===== config.mk =====
export PLATFORM = sky130hd
export DESIGN_NAME = hall_commutator
export DESIGN_NICKNAME = d
export VERILOG_FILES = /design/src/rtl/hall_comm_pkg.sv /design/src/rtl/hall_sync.sv /design/src/rtl/comm_table.sv /design/src/rtl/drive_select.sv /design/src/rtl/hall_commutator.sv
export SDC_FILE = /design/constraint.sdc
export NUM_CORES = 1
export LEC_CHECK = 0
export BUFFER_PORTS_ARGS = -buffer_cell sky130_fd_sc_hd__buf_2
export CORE_AREA = 2 2 39 41
export CTS_CLUSTER_DIAMETER = 80
export DETAILED_ROUTE_END_ITERATION = 10
export DIE_AREA = 0 0 41 43
export GPL_TIMING_DRIVEN = 0
export MAX_ROUTING_LAYER = met4
export PLACE_DENSITY_LB_ADDON = 0.2
export SLEW_MARGIN = 20
export SYNTH_ARGS = -nofsm -noshare
export SYNTH_HDL_FRONTEND = slang
export SYNTH_SLANG_ARGS = --single-unit
export TNS_END_PERCENT = 50

===== constraint.sdc =====
create_clock -name clk -period 1.1 [get_ports clk]
set_input_delay 0.055 -clock clk [delete_from_list [all_inputs] [get_ports clk]]
set_output_delay 0.055 -clock clk [all_outputs]
set_load 0.02 [all_outputs]

===== src/rtl/hall_comm_pkg.sv =====
package hall_comm_pkg;

    localparam int NUM_PH   = 3;
    localparam int CODE_W   = NUM_PH;

    typedef logic [NUM_PH-1:0] phase_vec_t;

    localparam phase_vec_t PH_NONE = '0;
    localparam phase_vec_t PH_U    = phase_vec_t'(1 << 0);
    localparam phase_vec_t PH_V    = phase_vec_t'(1 << 1);
    localparam phase_vec_t PH_W    = phase_vec_t'(1 << 2);
    localparam phase_vec_t PH_ALL  = '1;

    // switch pair selected by one commutation step
    typedef struct packed {
        phase_vec_t hi;
        phase_vec_t lo;
        logic       valid;
    } step_t;

    // registered output bundle
    typedef struct packed {
        phase_vec_t hi;
        phase_vec_t lo;
        logic       tach;
    } drive_t;

endpackage


===== src/rtl/hall_sync.sv =====
module hall_sync #(
    parameter int WIDTH  = 3,
    parameter int STAGES = 2
) (
    input  logic             clk,
    input  logic             rst_n,
    input  logic [WIDTH-1:0] async_i,
    output logic [WIDTH-1:0] sync_o
);

    logic [WIDTH-1:0] stage_q [STAGES];

    for (genvar g = 0; g < STAGES; g++) begin : g_stage
        logic [WIDTH-1:0] stage_d;

        if (g == 0) begin : g_first
            always_comb stage_d = async_i;
        end else begin : g_next
            always_comb stage_d = stage_q[g-1];
        end

        always_ff @(posedge clk or negedge rst_n) begin
            if (!rst_n) stage_q[g] <= '0;
            else        stage_q[g] <= stage_d;
        end
    end

    assign sync_o = stage_q[STAGES-1];

endmodule


===== src/rtl/comm_table.sv =====
module comm_table
    import hall_comm_pkg::*;
(
    input  logic [CODE_W-1:0] code_i,
    input  logic              dir_fwd_i,
    output step_t             step_o
);

    logic [CODE_W-1:0] index;

    // reverse rotation walks the same table with the complemented code
    always_comb index = dir_fwd_i ? code_i : ~code_i;

    always_comb begin
        step_o = '{hi: PH_NONE, lo: PH_NONE, valid: 1'b0};
        unique case (index)
            3'b101: step_o = '{hi: PH_V, lo: PH_U, valid: 1'b1};
            3'b100: step_o = '{hi: PH_W, lo: PH_U, valid: 1'b1};
            3'b110: step_o = '{hi: PH_W, lo: PH_V, valid: 1'b1};
            3'b010: step_o = '{hi: PH_U, lo: PH_V, valid: 1'b1};
            3'b011: step_o = '{hi: PH_U, lo: PH_W, valid: 1'b1};
            3'b001: step_o = '{hi: PH_V, lo: PH_W, valid: 1'b1};
            default: step_o = '{hi: PH_NONE, lo: PH_NONE, valid: 1'b0};
        endcase
    end

endmodule


===== src/rtl/drive_select.sv =====
module drive_select
    import hall_comm_pkg::*;
(
    input  step_t      step_i,
    input  logic       en_i,
    input  logic       brake_i,
    output phase_vec_t hi_o,
    output phase_vec_t lo_o
);

    // brake outranks enable, enable outranks the table
    always_comb begin
        if (brake_i) begin
            hi_o = PH_NONE;
            lo_o = PH_ALL;
        end else if (!en_i || !step_i.valid) begin
            hi_o = PH_NONE;
            lo_o = PH_NONE;
        end else begin
            hi_o = step_i.hi;
            lo_o = step_i.lo;
        end
    end

endmodule


===== src/rtl/hall_commutator.sv =====
module hall_commutator
    import hall_comm_pkg::*;
#(
    parameter int SYNC_STAGES = 2
) (
    input  logic       clk,
    input  logic       rst_n,
    input  logic [2:0] hall_i,
    input  logic       dir_fwd_i,
    input  logic       en_i,
    input  logic       brake_i,
    output logic [2:0] hi_en_o,
    output logic [2:0] lo_en_o,
    output logic       tach_o
);

    logic [CODE_W-1:0] hall_sync_w;
    step_t             step_w;
    phase_vec_t        hi_sel_w;
    phase_vec_t        lo_sel_w;
    drive_t            drv_d;
    drive_t            drv_q;

    hall_sync #(
        .WIDTH  (CODE_W),
        .STAGES (SYNC_STAGES)
    ) u_sync (
        .clk     (clk),
        .rst_n   (rst_n),
        .async_i (hall_i),
        .sync_o  (hall_sync_w)
    );

    comm_table u_table (
        .code_i    (hall_sync_w),
        .dir_fwd_i (dir_fwd_i),
        .step_o    (step_w)
    );

    drive_select u_sel (
        .step_i  (step_w),
        .en_i    (en_i),
        .brake_i (brake_i),
        .hi_o    (hi_sel_w),
        .lo_o    (lo_sel_w)
    );

    always_comb begin
        drv_d      = drv_q;
        drv_d.hi   = hi_sel_w;
        drv_d.lo   = lo_sel_w;
        drv_d.tach = ^hall_sync_w;
    end

    always_ff @(posedge clk or negedge rst_n) begin
        if (!rst_n) drv_q <= '0;
        else        drv_q <= drv_d;
    end

    assign hi_en_o = drv_q.hi;
    assign lo_en_o = drv_q.lo;
    assign tach_o  = drv_q.tach;

endmodule


==> results.md <==
* Sequential-to-total area share from yosys stat at 0.640
* Post-route setup TNS at 0 ns
* H-tree depth reported by CTS at 1
* Largest net degree at the start of global routing at 14
* Remaining global-route overflow at 0
* Port Buffer Count at 14
* Die W at 41 um
* Antenna Nets Post-Route at 0
* Drt wl/cell at 10.2 um
* Synth cell count leaders: dfrtp_1, a21oi_1, nand3b_1, nor2b_1, or3b_1
* Final Skew at 0.00148 ns
* Period minus WS final at 1.08 ns
* Cell area after synthesis at just over 500 um^2
* Die Height at ~43 um
* CTS Sinks at 13
* Multi-input gate area at ~170 um^2
* Drt drc at 0
* Synthesized area per cell at around 14 um^2
* Initial detailed-routing violation count at 3
* Post-synth EDFFs at 0
* Rows at 14
* Fmax at around 0.9 GHz
* Min Hold Slack at about 0.03 ns
* Initial antenna violation count at 0
* Met1 Wirelength at ~310 um
* Die ar. at roughly 1800 um^2
* Top_reg_cell synth: dfrtp_1
* Detailed placement HPWL at between 500 and 600 um
* Yosys warns at 0
* Power density cells at 1370 nW/um^2
* Worst IR drop on VDD at 0.738 mV
* Vias in the first global route at ~310
* Register area at 327 um^2
* Via count at between 300 and 400
* Total GRT Usage at 0.117
* Critical path arrival at 1.29 ns
* HP Class: in2reg
* Cell chain of the critical path: buf_2 -> or3b_1 -> a21oi_2
* Longest Clk Path Bufs at 2
* First-pass GRT wire length at 1240 um
* Post-Route WL at between 700 and 800 um
* DR pass1 iterations at 2
* DR WL met2 at between 400 and 500 um
* Rel. slew slack at 0.814
* Final Slew Violations at 0
* RSZ-0062 raised after global routing: yes
* Critical Path RT at between 1 and 1.5 ns
* Nets at between 60 and 70
* Worst-path clk slew at ~0.08 ns
* Synth area leaders: dfrtp_1, or3b_1, nand3b_1
* Gpl congestion at about 0.70
* Syn Nets at between 40 and 50
* Post-synth cell types at 14
* Fillers at between 100 and 150
* Antenna Cells at 0
* Status: complete, no violations
* CP Capture Type: flop
* P&R area growth vs syn at 33.7%
* Cell with the most instances after synthesis: dfrtp_1
* Worst Tran Pin Value at 0.280 ns
* Total of max-cap violations at 0
* Final worst path period share at 0.986
* Worst setup margin at about 0.016 ns
* Yosys reg bits at 13
* Clk_lat worst skew at between 0.2 and 0.3 ns
* TritonCTS clock tree: built
* Core Region at 1380 um^2
* Share of layout cells above drive strength 1 at 0.383
* CTS buffer count at 3
* Met3 wire length at between 40 and 50 um
* Mean number of vias per cell at between 4 and 5
* Critical Setup Path Class: reg2reg
* Critical path's slowest cell: dfrtp_1
* Synth async-reset ratio at 1.00
* Endpoints failing setup at 0
* Top cell type by total area after synthesis: dfrtp_1
* Leakage at 0.000318 uW
* Crit-path max cell delay at 0.39 ns
* Final Hold Fails at 0
* Cell count after synthesis at 37
* Top layer in use: met3
* Worst Setup Start Kind: flop
* Worst slack at placement at about 0.0092 ns
* I/O pin cnt at 15
* CP max FO at 4
* Initial Util at 0.367
* Synth top area share at 0.640
* Clock root cell: clkbuf_4
[layout by cell type, fill, tap and decap left out]
cell type,synthesis,layout
nand3b_1,3,3
dlygate4sd3_1,0,4
inv_1,1,1
or2b_1,1,1
a21oi_2,0,1
nor2b_1,3,3
buf_2,0,15
and4b_1,1,1
a221o_1,1,1
buf_6,0,1
dfrtp_1,13,12
nor4bb_1,1,1
and2_1,1,1
a21oi_1,3,2
clkinv_2,0,1
buf_4,2,1
a311o_1,2,2
clkbuf_4,0,3
dfrtp_2,0,1
xnor2_1,2,2
or3b_1,3,3
[where the power goes]
group          total [uW]  internal [uW]  switching [uW]
Sequential            514            505            9.18
Combinational         131           62.1            68.6
Clock                 284            135             150
Total                 929            701             228
[metal layers]
layer / track usage / vias up
met3: 0.0628 / 0
met1: 0.111 / 165
li1: - / 177
met2: 0.172 / 13
met4: 0.0800 / 0
met5: - / -
[area by class of cell]
type | instances | area share
Clock buffer | 3 | 0.0331
Sequential cell | 13 | 0.481
Clock inverter | 1 | 0.00737
Multi-Input combinational cell | 21 | 0.247
Inverter | 1 | 0.00552
Timing Repair Buffer | 19 | 0.169
Buffer | 2 | 0.0276
Tap cell | 16 | 0.0295
[registers in the layout (all words and copies together) (netlist names)]
name	flops
hi_en_o	3
tach_o	1
u_sync.g_stage.stage_d	3
lo_en_o	3
u_sync.sync_o	3
[through the flow]
step           utilization  instance area [um^2]  power, uW  cells
6_report             0.491                   679        929     76
2_1_floorplan            -                   508        591     37
3_5_place_dp         0.432                   598        640     67
4_1_cts              0.485                   671        954     75
5_1_grt              0.491                   679       1000     76
3_3_place_gp         0.432                   598        638     67
[cell families (layout without fill, tap and decap cells)]
logic type	after synthesis	in the layout	synth area share
buffers and inverters	3	26	0.0369
AND/OR/NAND/NOR	13	13	0.200
XOR/XNOR	2	2	0.0345
AO/OA/AOI/OAI	6	6	0.0887
flip-flops	13	13	0.640
[critical path, delay by kind of cell, from the launching register on]
| family | cells | cell delay [ns] |
|---|---|---|
| flops | 1 | 0.39 |
| buf+inv | 1 | 0.15 |
| simple gates | 1 | 0.36 |
| compound gates | 1 | 0.12 |
[worst paths after layout]
path / startpoint / depth (start not counted) / end / slack [ns]
worst max-delay path: u_sync.sync_o[2] / 3 / hi_en_o[2] / 0.02
worst min-delay path: brake_i / 2 / lo_en_o[0] / 0.03
worst max register to register: u_sync.sync_o[2] / 3 / hi_en_o[2] / 0.02
worst min register to register: u_sync.g_stage[1].stage_d[1] / 0 / u_sync.sync_o[1] / 0.35
max in group asynchronous: rst_n / 2 / u_sync.sync_o[0] / 0.68
min in group asynchronous: rst_n / 2 / tach_o / 0.18
[timing repair]
action / in CTS / in global routing
pin swaps: 0 / 4
hold buffers: 4 / 0
setup endpoints to repair: 1 / 4
hold endpoints to repair: 16 / 0
cloned: 0 / 1
setup buffers: 0 / 0
gates resized for setup: 2 / 1
Note: power is estimated with default switching activity, not from simulation.
